[config.mk]
export PLATFORM = sky130hd
export DESIGN_NAME = qb_gpio
export DESIGN_NICKNAME = d
export VERILOG_FILES = /design/src/rtl/qb_gpio.sv
export SDC_FILE = /design/constraint.sdc
export NUM_CORES = 1
export LEC_CHECK = 0
export BUFFER_PORTS_ARGS = -buffer_cell sky130_fd_sc_hd__buf_4
export CAP_MARGIN = 20
export CORE_AREA = 5 5 61 63
export DETAILED_ROUTE_END_ITERATION = 8
export DIE_AREA = 0 0 66 68
export PLACE_DENSITY = 0.73
export SYNTH_ARGS = -nofsm -noshare
export SYNTH_HDL_FRONTEND = slang
export SYNTH_SLANG_ARGS = --single-unit
[constraint.sdc]
create_clock -name clk -period 1.35 [get_ports clk]
set_clock_uncertainty 0.05 [all_clocks]
set_input_delay 0.0675 -clock clk [delete_from_list [all_inputs] [get_ports clk]]
set_output_delay 0.0675 -clock clk [all_outputs]
set_load 0.02 [all_outputs]
[src/rtl/qb_gpio.sv]
module qb_gpio #(
  parameter int          C_W           = 4,
  parameter logic [7:0]  ADDR_A        = 8'h12,
  parameter logic [7:0]  ADDR_B        = 8'h14,
  parameter logic [7:0]  ADDR_C        = 8'h16,
  parameter bit          A_LO_PUSHPULL = 1'b1,
  parameter bit          C_PUSHPULL    = 1'b0,
  parameter logic [7:0]  WAKE_MASK     = 8'h50
) (
  input  logic           clk,
  input  logic           rst_n,
  input  logic [7:0]     addr,
  input  logic [7:0]     wdata,
  input  logic           wr_en,
  input  logic           rd_en,
  output logic [7:0]     rdata,
  input  logic           halt,
  input  logic [7:0]     pa_in,
  output logic [7:0]     pa_oe,
  output logic [7:0]     pa_out,
  input  logic [7:0]     pb_in,
  input  logic [C_W-1:0] pc_in,
  output logic [C_W-1:0] pc_oe,
  output logic [C_W-1:0] pc_out,
  output logic           wake_req
);

  localparam logic [7:0]     A_PP    = A_LO_PUSHPULL ? 8'h0F : 8'h00;
  localparam logic [C_W-1:0] C_PP    = C_PUSHPULL ? '1 : '0;
  localparam logic [7:0]     WAKE_OK = WAKE_MASK & ~A_PP;

  logic [7:0]     lat_a;
  logic [C_W-1:0] lat_c;
  logic [7:0]     a_s1, a_s2;
  logic [7:0]     rd_mux;
  logic           hit_a, hit_b, hit_c;

  assign hit_a = (addr == ADDR_A);
  assign hit_b = (addr == ADDR_B);
  assign hit_c = (addr == ADDR_C);

  always_ff @(posedge clk or negedge rst_n) begin
    if (!rst_n) begin
      lat_a <= '1;
      lat_c <= '1;
    end else if (wr_en) begin
      if (hit_a) lat_a <= wdata;
      if (hit_c) lat_c <= wdata[C_W-1:0];
    end
  end

  assign pa_oe  = A_PP | ~lat_a;
  assign pa_out = A_PP & lat_a;
  assign pc_oe  = C_PP | ~lat_c;
  assign pc_out = C_PP & lat_c;

  always_comb begin
    rd_mux = '0;
    if (hit_a)      rd_mux = pa_in;
    else if (hit_b) rd_mux = pb_in;
    else if (hit_c) rd_mux = 8'(pc_in);
  end

  always_ff @(posedge clk or negedge rst_n) begin
    if (!rst_n)     rdata <= '0;
    else if (rd_en) rdata <= rd_mux;
  end

  always_ff @(posedge clk or negedge rst_n) begin
    if (!rst_n) begin
      a_s1 <= '1;
      a_s2 <= '1;
    end else begin
      a_s1 <= pa_in;
      a_s2 <= a_s1;
    end
  end

  assign wake_req = halt & |(~a_s2 & WAKE_OK);

endmodule

==> impl_metrics.ini <==
[run_status]
status = finished, final reports clean

[synth]
synth_top_area_share_pct = 34.93
synthXorXnorAreaFrac_pct = 0
synth_area_leaders = dfstp_2, dfrtp_1, mux2_2, buf_4, a22oi_1
synth_top_family_by_area = multiplexers
ys_async_sr_fraction_pct = 100.0
yosysMostFrequentCell = buf_4
synth_top_area_cell = dfstp_2
synth_compound_area_share_pct = 11.02
synthMuxAreaShare_pct = 14.97
synthTopCellsByCount = buf_4, dfstp_2, mux2_2
ys_ff_latch = 24
synth_ff_type = dfstp_2
synth_edf_count = 0
netlist_area_sq_mm = 0.001204
yosys.area_share.simple_pct = 7.796
synth.avg_cell_area_sq_um = 11.92
synth_fa_ha_area_share_pct = 0
ys_seq_area_share_pct = 51.56
syn_inst = 101
synth_warnings = 0
synthDistinctLibCells = 20

[routing]
drcViolationCount = 0
num_vias = 960
first_pass_iters = 4
ant_nets = 0
drtIter0Drc = 21
wl_per_cell_um = 13.90
drt-vias-per-instance = 4.404
wirelength_um = 3031

[power_and_ir_drop]
power.leakage_nw = 0.8417
p_per_area_mw_per_mm2 = 801.6
ir_drop_mv = 0.3923

[sta]
period_share_pct = 91.15
setup_violations = 0
maxSlewViolCount = 0
min_period_ns = 1.230
fmax_ghz = 0.8127
finalHoldViolations = 0
fin_setup_tns_ns = 0
rsz0062_at_grt = no

[floorplan]
row_count = 21
coreArea_sq_mm = 0.003179
start_util_pct = 37.86
dieArea_sq_mm = 0.004488
die_h_um = 68
boundaryPins = 74
die_x_um = 66

[global_route]
track_usage_pct = 13.69
grt_max_degree = 25
antenna_found_initial = 0
grt_use_met2_pct = 25.41
use_met3_pct = 2.299
grt-busiest-layer = met2
grt_overflow_total = 0
grt_use_met1_pct = 16.34
grt_pass1_wl_um = 4664
grt_pass1_vias = 993

[hold_path]
hold_start = pb_in[1]
min_path_type = in -> reg

[finish]
fin_nets = 214
multi_input_area_sq_um = 456.7
fillers = 272
area_growth_pct = 49.79
post-route-util_pct = 56.71
drive_gt1_share_pct = 61.63
diodes = 0
fin_cells = 218
regArea_sq_um = 620.6
design_area_sq_mm = 0.001803

[placement]
placed_area_sq_mm = 0.001657
port-buffer-count = 61
place_inst = 203
gp_congestion = 0.7310
dp_hpwl_um = 2417

[cts]
clockBufferDepth = 2
cts_setup_buffers = 0
clk_pin_slew_ns = 0.13
clock_sinks = 24
ctsHtreeMaxLevel = 1
clockRootBuffer = clkbuf_4
clkLatencyLatePin_ns = 0.30
numCtsBuffers = 3
cts_tree = yes

[setup_path]
worstSetupPathType = in -> reg
crit_arrival_ns = 1.43
start_kind = input pin
startpoint = addr[7]
r2r_start = lat_a[1]
cp_max_fo = 8
crit_required_ns = 1.55
crit_path_end_kind = flop

[job]
maxCapViolCount = 0
[kinds of logic (layout without fill, tap and decap cells)]
group	Yosys count	after routing
flip-flops	24	24
buffers and inverters	28	89
AO/OA/AOI/OAI	17	17
multiplexers	16	16
other	2	12
AND/OR/NAND/NOR	14	14
[per-stage QoR]
| step | power (W) | hold WS, ns | worst slack, ns |
|---|---|---|---|
| floorplan | 0.0009415 | -0.2781 | -0.1278 |
| global placement | 0.001056 | -0.08004 | -0.1908 |
| detailed placement | 0.001064 | -0.07243 | -0.2279 |
| CTS | 0.001453 | 0.01118 | 0.1073 |
| global route | 0.001516 | 0.006411 | 0.07023 |
| finish | 0.001445 | 0.01096 | 0.1195 |
[registers in the layout, indices dropped and copies added, names as in the netlist]
register,flops
a_s2,2
a_s1,2
lat_a,8
lat_c,4
rdata,8
[power breakdown]
group	internal (W)	switching (W)
Sequential	0.000762	0.0000110
Clock	0.000165	0.000205
Combinational	0.000160	0.000143
Total	0.00109	0.000359
[placed cells by master (no fill, tap or decap), drive strengths merged]
cell type | synthesis | final
a21boi | 1 | 1
dfstp | 16 | 16
clkbuf | 2 | 4
nand3 | 1 | 1
mux2 | 16 | 16
dfrtp | 8 | 8
nor4 | 1 | 1
buf | 17 | 65
conb | 2 | 12
or2 | 1 | 1
o31ai | 4 | 4
inv | 9 | 9
a22oi | 8 | 8
nand2b | 1 | 1
o2bb2ai | 4 | 4
dlygate4sd3 | 0 | 11
or4 | 1 | 1
nor3 | 1 | 1
or3 | 1 | 1
nand2 | 5 | 5
nor2b | 2 | 2
[worst max-delay path: stages]
cell and delay (ns):
buf_4 0.11, or4_4 0.57, nor4_4 0.14, buf_4 0.20
mux2_2 0.34
[cell type report]
| class | count | share of cell area, % |
|---|---|---|
| flip-flops and latches | 24 | 34.42 |
| repair buffers | 76 | 33.17 |
| multi-input cells | 59 | 25.33 |
| well taps | 46 | 3.192 |
| clock buffers | 4 | 2.012 |
| inverters | 9 | 1.874 |
[routing by layer]
metal	vias to the layer above	routed length, um
met5	-	0
met4	0	30
met3	4	167
met2	36	1595
met1	455	1237
li1	465	-
[path summary, 6_finish.rpt]
kind | cells past startpoint | end | slack [ns]
setup reg to reg | 1 | lat_a[1] | 0.56
setup / recovery | 5 | lat_a[1] | 0.12
hold reg to reg | 0 | a_s2[4] | 0.31
max in group asynchronous | 2 | a_s1[4] | 0.84
hold / removal | 3 | rdata[1] | 0.01
min in group asynchronous | 2 | rdata[3] | 0.13
[repair_timing]
item,4_1_cts,5_1_grt
resized for setup,0,0
hold buffers,11,0
endpoints found under the hold margin,38,0
No activity file was read; power rests on OpenSTA's default activity.
